[src/rtl/hib_rtc_ctrl.sv]
module hib_rtc_ctrl #(
  parameter int SEC_W      = 32,
  parameter int SUB_W      = 15,
  parameter int ADDR_W     = 4,
  parameter int DATA_W     = 32,
  parameter int POR_CYCLES = 8
) (
  input  logic              clk,
  input  logic              rst_n,
  input  logic              hib_req,
  input  logic              vdd_ok,
  input  logic              bat_ok,
  input  logic              wake_pin,
  input  logic [3:0]        lowbat_lvl,
  input  logic              cfg_loss_en,
  input  logic              cfg_lowbat_block,
  input  logic              cfg_lowbat_wake,
  input  logic [1:0]        cfg_bat_sel,
  input  logic              rtc_load,
  input  logic [SEC_W-1:0]  rtc_load_sec,
  input  logic [SUB_W-1:0]  rtc_load_sub,
  input  logic              match_we,
  input  logic [SEC_W-1:0]  match_val,
  input  logic              mem_we,
  input  logic [ADDR_W-1:0] mem_addr,
  input  logic [DATA_W-1:0] mem_wdata,
  input  logic [2:0]        int_clr,
  output logic              hib,
  output logic              por,
  output logic [2:0]        int_flags,
  output logic [SEC_W-1:0]  rtc_sec,
  output logic [SUB_W-1:0]  rtc_sub,
  output logic [DATA_W-1:0] mem_rdata
);
  localparam int WORDS = 1 << ADDR_W;
  localparam int CW    = $clog2(POR_CYCLES + 1);

  typedef enum logic [1:0] {S_RUN, S_HIB, S_POR} st_t;

  st_t               st;
  logic [CW-1:0]     por_cnt;
  logic [SEC_W-1:0]  match_q;
  logic [DATA_W-1:0] words [WORDS];

  wire lowbat    = lowbat_lvl[cfg_bat_sel];
  wire match_hit = (rtc_sec == match_q);
  wire enter     = (hib_req | (cfg_loss_en & ~vdd_ok & bat_ok)) & ~(cfg_lowbat_block & lowbat);
  wire wake      = wake_pin | match_hit | (cfg_lowbat_wake & lowbat);

  assign hib       = (st == S_HIB);
  assign por       = (st == S_POR);
  assign mem_rdata = words[mem_addr];

  always_ff @(posedge clk or negedge rst_n) begin
    if (!rst_n) begin
      st      <= S_RUN;
      por_cnt <= '0;
    end else begin
      case (st)
        S_RUN: if (enter) st <= S_HIB;
        S_HIB: if (wake) begin
          st      <= S_POR;
          por_cnt <= CW'(POR_CYCLES - 1);
        end
        S_POR: if (por_cnt == '0) st <= S_RUN;
               else por_cnt <= por_cnt - 1'b1;
        default: st <= S_RUN;
      endcase
    end
  end

  always_ff @(posedge clk or negedge rst_n) begin
    if (!rst_n) begin
      rtc_sec <= '0;
      rtc_sub <= '0;
    end else if (rtc_load) begin
      rtc_sec <= rtc_load_sec;
      rtc_sub <= rtc_load_sub;
    end else begin
      rtc_sub <= rtc_sub + 1'b1;
      if (&rtc_sub) rtc_sec <= rtc_sec + 1'b1;
    end
  end

  always_ff @(posedge clk or negedge rst_n) begin
    if (!rst_n) begin
      match_q   <= '1;
      int_flags <= '0;
    end else begin
      if (match_we) match_q <= match_val;
      int_flags <= (int_flags & ~int_clr) | {lowbat, wake_pin, match_hit};
    end
  end

  always_ff @(posedge clk or negedge rst_n) begin
    if (!rst_n) begin
      for (int i = 0; i < WORDS; i++) words[i] <= '0;
    end else if (!bat_ok) begin
      for (int i = 0; i < WORDS; i++) words[i] <= '0;
    end else if (mem_we) begin
      words[mem_addr] <= mem_wdata;
    end
  end
endmodule

[config.mk]
export PLATFORM = sky130hd
export DESIGN_NAME = hib_rtc_ctrl
export DESIGN_NICKNAME = d
export VERILOG_FILES = /design/src/rtl/hib_rtc_ctrl.sv
export SDC_FILE = /design/constraint.sdc
export NUM_CORES = 1
export LEC_CHECK = 0
export ABC_AREA = 1
export BUFFER_PORTS_ARGS = -buffer_cell sky130_fd_sc_hd__buf_2
export CORE_ASPECT_RATIO = 1.4
export CORE_MARGIN = 3
export CORE_UTILIZATION = 48
export CTS_CLUSTER_SIZE = 30
export DETAILED_ROUTE_END_ITERATION = 16
export GPL_ROUTABILITY_DRIVEN = 0
export PLACE_DENSITY = 0.66
export SETUP_SLACK_MARGIN = 0.2
export SLEW_MARGIN = 20
export SYNTH_ARGS = -nofsm -noshare
export SYNTH_HDL_FRONTEND = slang
export SYNTH_SLANG_ARGS = --single-unit
export TNS_END_PERCENT = 100
[constraint.sdc]
create_clock -name clk -period 3 [get_ports clk]
set_clock_uncertainty 0.1 [all_clocks]
set_input_delay 0.3 -clock clk [delete_from_list [all_inputs] [get_ports clk]]
set_output_delay 0.3 -clock clk [all_outputs]
set_load 0.05 [all_outputs]
# After elaboration in Yosys (flattened, before gate mapping)
# Cells that the tools add are included.
[classes]
n_addsub = 3
magnitude_cmp = 3
n_eq_ne = 8
mux = 20
bitwise = 14
reduce_logical = 8
[op_table]
columns = ["op", "count"]
rows = [
  ["$mux W512", 2],
  ["$bwmux W512", 1],
  ["$mux W32", 5],
  ["$bmux W32 S4", 1],
  ["$demux W32 S4", 1],
  ["$add A32 B1 Y32 const B", 1],
  ["$eq A32 B32 Y1", 1],
  ["$add A15 B1 Y15 const B", 1],
  ["$mux W15", 1],
  ["$reduce_and A15 Y1", 1],
  ["$mux W4", 2],
  ["$pmux W4 S2", 1],
  ["$mux W2", 3],
  ["$ne A2 B1 Y1 const B", 3],
  ["$pmux W2 S3", 1],
  ["$reduce_and A3 Y1", 2],
  ["$and A1 B1 Y1", 5],
  ["$ge A5 B5 Y1 const B", 1],
  ["$lt A5 B1 Y1 const B", 1],
  ["$not A4 Y5", 1],
  ["$logic_not A4 Y1", 1],
  ["$ne A2 B2 Y1 const B", 2],
  ["$reduce_bool A2 Y1", 2],
  ["$sub A4 B1 Y4 const B", 1],
  ["12 further kinds", 15],
]
[word_totals]
ff_bits = 600
inputBits = 136
elab_cells = 78

# Logic depth before layout (Yosys ltp)
# Gate-level depths: netlist (run 1).
[logic_depth]
word_depth = 8
mapped_depth = 12
mapped_depth_nobuf = 12

# Worst setup path before layout (run 1)
# No wires, ideal clock.
[synth_timing]
kind = "reg-to-reg"
from = "register rtc_sub[0]"
to = "register rtc_sec[0]"
setup_ns = 0.151
arrival_time_ns = 1.847
t_required_ns = 2.749
setup_slack_ns = 0.902
path_stages_with_launch = 10
path_buffers = 1
synth_period_minus_slack_ns = 2.098
path_cell_list = "dfrtp_1 ha_1 nand3_2 nor3_1 nand4_1 nand2_1 inv_2 buf_2 nand2_1 o211ai_1"
[synth_between]
elab_chain_cells = 2
[synth_lines]
columns = ["item", "line", "text"]
rows = [
  ["start, declared", "32", "output logic [SUB_W-1:0] rtc_sub,"],
  ["start signal, assigned", "78", "rtc_sub <= rtc_load_sub;"],
  ["start signal, assigned", "80", "rtc_sub <= rtc_sub + 1'b1;"],
  ["$reduce_and A15 Y1", "81", "if (&rtc_sub) rtc_sec <= rtc_sec + 1'b1;"],
  ["$reduce_bool A2 Y1 (no line)", "--", ""],
  ["end signal, assigned", "77", "rtc_sec <= rtc_load_sec;"],
  ["end signal, assigned", "81", ""],
  ["end, declared", "31", "output logic [SEC_W-1:0] rtc_sec,"],
]
# Every way passes these cells.
# A chain may end at the register's enable or synchronous reset.

# Worst setup path in the final report (run 1)
[layout_timing]
from = "input port mem_addr[1]"
to = "output port mem_rdata[15]"
[layout_between]
elab_chain_cells = 4
[layout_lines]
columns = ["item", "line", "text"]
rows = [
  ["start, declared", "25", "input logic [ADDR_W-1:0] mem_addr,"],
  ["$not A4 Y5 (implied by the code)", "52", "assign mem_rdata = words[mem_addr];"],
  ["$bmux W32 S4", "52", ""],
  ["$mux W32 (implied by the code) (2 in a row)", "52", ""],
  ["end, declared", "33", "output logic [DATA_W-1:0] mem_rdata"],
]
# Every way passes these cells. The select of a mux whose other input is x is not followed.

==> results of run 1 <==
report_power, final:
group | switching (mW) | internal [mW]
sequential | 0.202 | 8.35
combinational | 1.62 | 0.682
clock | 3.21 | 4.36
total | 5.03 | 13.4
flip-flops by register name, summed over array words and instances, names as in the netlist:
signal / cells
por_cnt: 4
rtc_sec: 32
rtc_sub: 15
int_flags: 3
st: 2
words: 512
match_q: 32
layout make-up:
class                           instances  area, sq um  share of cell area, %
Clock buffer                           79         1620                   5.05
Tap cell                              728          911                   2.84
Sequential cell                       600        15100                   47.0
Multi-Input combinational cell       1522         8800                   27.5
Timing Repair Buffer                  419         3100                   9.66
Antenna cell                            3         7.51                 0.0234
Inverter                              599         2250                   7.03
Clock inverter                         23          312                  0.972
kinds of logic (layout without fill, tap and decap cells):
group	count (synthesis)	after routing	synth area share (%)
AOI/OAI and AO/OA	953	953	21.5
xor gates and xnor gates	51	51	1.65
adders and majority gates	3	3	0.138
buffers and inverters	822	1120	12.1
DFF	600	600	55.5
muxes	21	21	0.872
other	0	3	0
and+or+nand+nor	494	494	8.16
worst max-delay path: cells and delay by family:
kind                   cells  cell delay [ps]
buffers and inverters      4             1230
AO/OA/AOI/OAI              2              390
AND/OR/NAND/NOR            2              290
synthesized netlist by cell type, drive strengths merged, types with 24 or more instances:
| master | n | area share, % |
|---|---|---|
| o22ai | 771 | 18 |
| inv | 597 | 8.3 |
| dfrtp | 568 | 52 |
| nand2 | 305 | 4.5 |
| o21ai | 157 | 2.9 |
| buf | 148 | 2.8 |
| nor2 | 82 | 1.2 |
| clkbuf | 75 | 1.1 |
| nand3 | 44 | 1.0 |
| nand4 | 40 | 0.92 |
| dfstp | 32 | 3.1 |
| xnor2 | 27 | 0.87 |
| xor2 | 24 | 0.78 |
worst paths after layout:
| check | startpoint | end | slack (ps) | cells past startpoint |
|---|---|---|---|---|
| min reg2reg | por_cnt[0]$_DFFE_PN0P_ | por_cnt[0]$_DFFE_PN0P_ | 390 | 2 |
| max | mem_addr[1] | mem_rdata[15] | 330 | 8 |
| max in group asynchronous | rst_n | words[73]$_DFFE_PN0P_ | 1720 | 3 |
| min in group asynchronous | rst_n | words[133]$_DFFE_PN0P_ | 150 | 2 |
| max reg2reg | rtc_sub[0]$_DFF_PN0_ | rtc_sec[11]$_DFFE_PN0P_ | 510 | 8 |
| min | mem_wdata[30] | words[510]$_DFFE_PN0P_ | 20 | 3 |
metal layers:
metal	up-vias	track usage, %
met4	8	15.1
met5	-	0
li1	10565	-
met3	314	6.63
met1	11873	39.5
met2	1434	50.1
==> run_results.csv, run 1 <==
group,metric,value,unit
timing,slew_viol_final,0,
synthesis,synth_seq_area_share,55.5,%
drt,vias,24194,
cts,cts_tree,"built",
power_and_ir_drop,power.density,575,mW/mm^2
floorplan,initial_utilization,48.7,%
drt,firstDrtPassIters,7,
drt,detail_route.wl_per_cell,23.3,um
critical_path,worstPathCellList,"buf_2 > nor2_1 > inv_4 > buf_12 > o22ai_1 > o21ai_0 > nand4_1 > buf_2",
drt,wl_met2,44200,um
global_route,grtUsageTotal,31.0,%
critical_path,path_common_cell,"buf_2",
drt,wl_met1,34400,um
floorplan,die_height,287,um
cts,clk_path_buf_depth,3,
timing,fin_ws,326,ps
final_layout,final_common_cell,"o22ai_1",
cts,cts_sinks,600,
drt,ant_nets,0,
global_route,antenna_found_initial,7,
final_layout,fillers,4881,
placed_design,dpl_cell_area,0.0292,sq mm
cts,htreeDepth,2,
synthesis,ys_types,41,
timing,period_share,89.1,%
timing,holdWs,24.4,ps
cts,cts_made_buffers,57,
final_layout,final_core_util,57.6,%
critical_path,cp.arrival,2270,ps
synthesis,avgSynthCellArea,9.21,sq um
timing,slew_headroom,31.0,%
timing,setup_viol,0,
global_route,grt_max_degree,82,
placed_design,port_buffers,219,
drt,vias_per_cell,6.09,
power_and_ir_drop,total_power,18.4,mW
final_layout,finalNetCount,3338,
cts,path_clk_slew,60,ps
critical_path,end_kind,"output port",
synthesis,yosysWarnings,0,
critical_path,cpPeakStageDelay,480,ps
critical_path,cp-start-kind,"input port",
final_layout,area_delta_synth_final,18.2,%
global_route,grt_pass1_wl,142000,um
timing,hold_violations,0,
timing,fmax,0.374,GHz
synthesis,syn_nets,3083,
final_layout,fin_area,0.0321,sq mm
timing,worst_pin_slew,1030,ps
critical_path,critical_path_class,"input port to output port",
cts,hold_buffers,90,
drt,first_iter_violations,2319,
cts,cts-root-buf,"clkbuf_16",
critical_path,crit_fanout,53,
synthesis,synth_ff_type,"dfrtp_1",
power_and_ir_drop,vdd_drop_max,453,uV
floorplan,row_count,102,
final_layout,instances_no_fill,3973,
timing,rsz0062_at_grt,"no",
drt,top_layer,"met5",
hold_path,min_path_type,"input port to flop",
final_layout,final_cell_mix,"o22ai_1, inv_1, dfrtp_1",
cts,cts_setup_buffers,0,
synthesis,async_flop_share,100,%
global_route,grt-ovfl-total,0,
placed_design,dp_cells,3778,
synthesis,synth_edf_count,0,
global_route,grt_pass1_vias,24874,
final_layout,layout-drive-gt1-share,16.2,%
cts,insertion_delay,610,ps
floorplan,core_area,0.0556,sq mm
critical_path,cp.required,2600,ps
drt,route.detailed.drc,0,
drt,wl,92400,um
synthesis,syn_area,0.0271,sq mm
critical_path,cp_slowest_cell,"inv_4",
synthesis,ys_seq_elements,600,
run,drv_cap,0,
timing,setup_tns,0,ps
floorplan,fp.dieW,207,um
run_status,status,"complete, no violations",
cts,cts_resized,0,
drt,met3WireLength,8760,um
floorplan,io_pins,220,
placed_design,pre_cts_ws,365,ps
timing,finalCriticalPeriod,2670,ps
floorplan,die_area,0.0594,sq mm
placed_design,dp_hpwl,57400,um
power_and_ir_drop,cellLeakagePower,13.9,nW
synthesis,netlist_instances,2944,
(Power assumes the default switching activity.)
==> run 2, diff against run 1 <==
--- a/config.mk
+++ b/config.mk
@@ -13,6 +13,7 @@
 export CTS_CLUSTER_SIZE = 30
 export DETAILED_ROUTE_END_ITERATION = 16
 export GPL_ROUTABILITY_DRIVEN = 0
+export MAX_ROUTING_LAYER = met4
 export PLACE_DENSITY = 0.66
 export SETUP_SLACK_MARGIN = 0.2
 export SLEW_MARGIN = 20
==> run_results.csv, run 2 (synthesis results as in run 1) <==
group,metric,value,unit
final_layout,layout-drive-gt1-share,16.2,%
final_layout,top_regs,"words x512, match_q x32, rtc_sec x32",
cts,clk_path_buf_depth,3,
final_layout,finalNetCount,3338,
global_route,grt-ovfl-total,0,
drt,detail_route.wl_per_cell,23.2,um
critical_path,cpPeakStageDelay,470,ps
final_layout,final_cell_mix,"o22ai_1, inv_1, dfrtp_1",
run,drv_cap,0,
timing,setup_tns,0,ps
critical_path,cp_num_buf_inv,4,
run_status,status,"complete, no violations",
critical_path,crit_family,"buffers and inverters",
cts,cts-root-buf,"clkbuf_16",
timing,holdWs,23.7,ps
cts,path_clk_slew,70,ps
timing,slew_viol_final,0,
final_layout,instances_no_fill,3977,
critical_path,critical_path_class,"input port to output port",
final_layout,final_common_cell,"o22ai_1",
final_layout,fin_area,0.0321,sq mm
cts,insertion_delay,620,ps
global_route,grt_max_degree,82,
final_layout,largest_reg_flops,512,
global_route,grtUsageTotal,31.9,%
critical_path,cp.required,2600,ps
critical_path,path_depth,8,
timing,worst_pin_slew,1050,ps
power_and_ir_drop,power.density,575,mW/mm^2
drt,route.detailed.drc,0,
power_and_ir_drop,vdd_drop_max,450,uV
critical_path,worstPathCellList,"buf_2 > nor2_1 > inv_4 > buf_12 > o22ai_1 > o21ai_0 > nand4_1 > buf_2",
drt,first_iter_violations,2254,
floorplan,row_count,102,
timing,slew_headroom,30.1,%
global_route,antenna_found_initial,7,
cts,cts_setup_buffers,0,
drt,wl,92400,um
critical_path,cp-start-kind,"input port",
drt,vias_per_cell,6.07,
power_and_ir_drop,cellLeakagePower,13.9,nW
critical_path,rr_startpoint,"rtc_sub[0]$_DFF_PN0_",
timing,rsz0062_at_grt,"no",
drt,vias,24126,
global_route,grt_pass1_vias,24903,
critical_path,r2r-end,"rtc_sec[11]$_DFFE_PN0P_",
floorplan,die_height,287,um
floorplan,core_area,0.0556,sq mm
timing,fmax,0.377,GHz
placed_design,dp_hpwl,57400,um
floorplan,initial_utilization,48.7,%
timing,finalCriticalPeriod,2650,ps
critical_path,rr_worst_depth,8,
floorplan,fp.dieW,207,um
timing,setup_viol,0,
drt,firstDrtPassIters,7,
hold_path,min-delay-start,"mem_wdata[30]",
timing,period_share,88.4,%
timing,fin_ws,348,ps
hold_path,min_path_type,"input port to flop",
drt,ant_nets,0,
placed_design,dpl_cell_area,0.0292,sq mm
cts,cts_made_buffers,57,
cts,cts_tree,"built",
global_route,grt_pass1_wl,142000,um
floorplan,io_pins,220,
cts,cts_sinks,600,
final_layout,largest-register,"words",
critical_path,r2r_slack,520,ps
placed_design,pre_cts_ws,365,ps
critical_path,cp_slowest_cell,"inv_4",
critical_path,cp-endpoint,"mem_rdata[15]",
critical_path,end_kind,"output port",
final_layout,area_delta_synth_final,18.3,%
placed_design,port_buffers,219,
placed_design,dp_cells,3778,
timing,hold_violations,0,
critical_path,crit_fanout,53,
floorplan,die_area,0.0594,sq mm
cts,htreeDepth,2,
critical_path,crit_path_start,"mem_addr[1]",
critical_path,cp.arrival,2250,ps
critical_path,path_common_cell,"buf_2",
run 2: report_power, final:
part,switching [mW],internal [mW]
registers,0.202,8.35
logic,1.62,0.682
clock network,3.22,4.36
total,5.04,13.4
run 2: timing repair:
action | in CTS | in global routing
endpoints found under the hold margin | 157 | 0
gates resized for setup | 0 | 0
hold buffers | 90 | 0
run 2: final cells by class:
type	count	area, sq um
Fill cell	4878	23600
Sequential cell	600	15100
Multi-Input combinational cell	1522	8800
Timing Repair Buffer	419	3100
Inverter	599	2250
Clock buffer	79	1620
Tap cell	728	911
Clock inverter	23	312
Antenna cell	7	17.5
run 2: per-stage QoR:
| step | utilization [%] | power, mW |
|---|---|---|
| 2_1_floorplan | - | 9.94 |
| 3_3_place_gp | 52.5 | 10.8 |
| 3_5_place_dp | 52.5 | 10.9 |
| 4_1_cts | 57.6 | 18.5 |
| 5_1_grt | 57.6 | 19.0 |
| 6_report | 57.6 | 18.4 |
run 2: metal layers:
metal | track usage, % | vias to the layer above | share of wire, %
met1 | 39.8 | 11846 | 38
li1 | - | 10585 | -
met2 | 50.1 | 1382 | 48
met5 | - | - | 0
met3 | 6.33 | 313 | 9.1
met4 | 15.1 | 0 | 5.4
run 2: how the worst min path moves through the flow:
stage,cells after the start,slack [ps],to
2_1_floorplan,0,-100,int_flags[0]$_DFF_PN0_
4_1_cts,3,3,words[502]$_DFFE_PN0P_
3_3_place_gp,1,230,words[133]$_DFFE_PN0P_
6_report,3,20,words[510]$_DFFE_PN0P_
3_5_place_dp,1,230,words[133]$_DFFE_PN0P_
5_1_grt,3,30,words[504]$_DFFE_PN0P_
run 2: worst reg2reg max path, delay by kind of cell, from the launching register on:
family | cells | cell delay (ps)
buf+inv | 1 | 350
fa+ha+maj | 1 | 240
simple gates | 6 | 1260
flops | 1 | 410
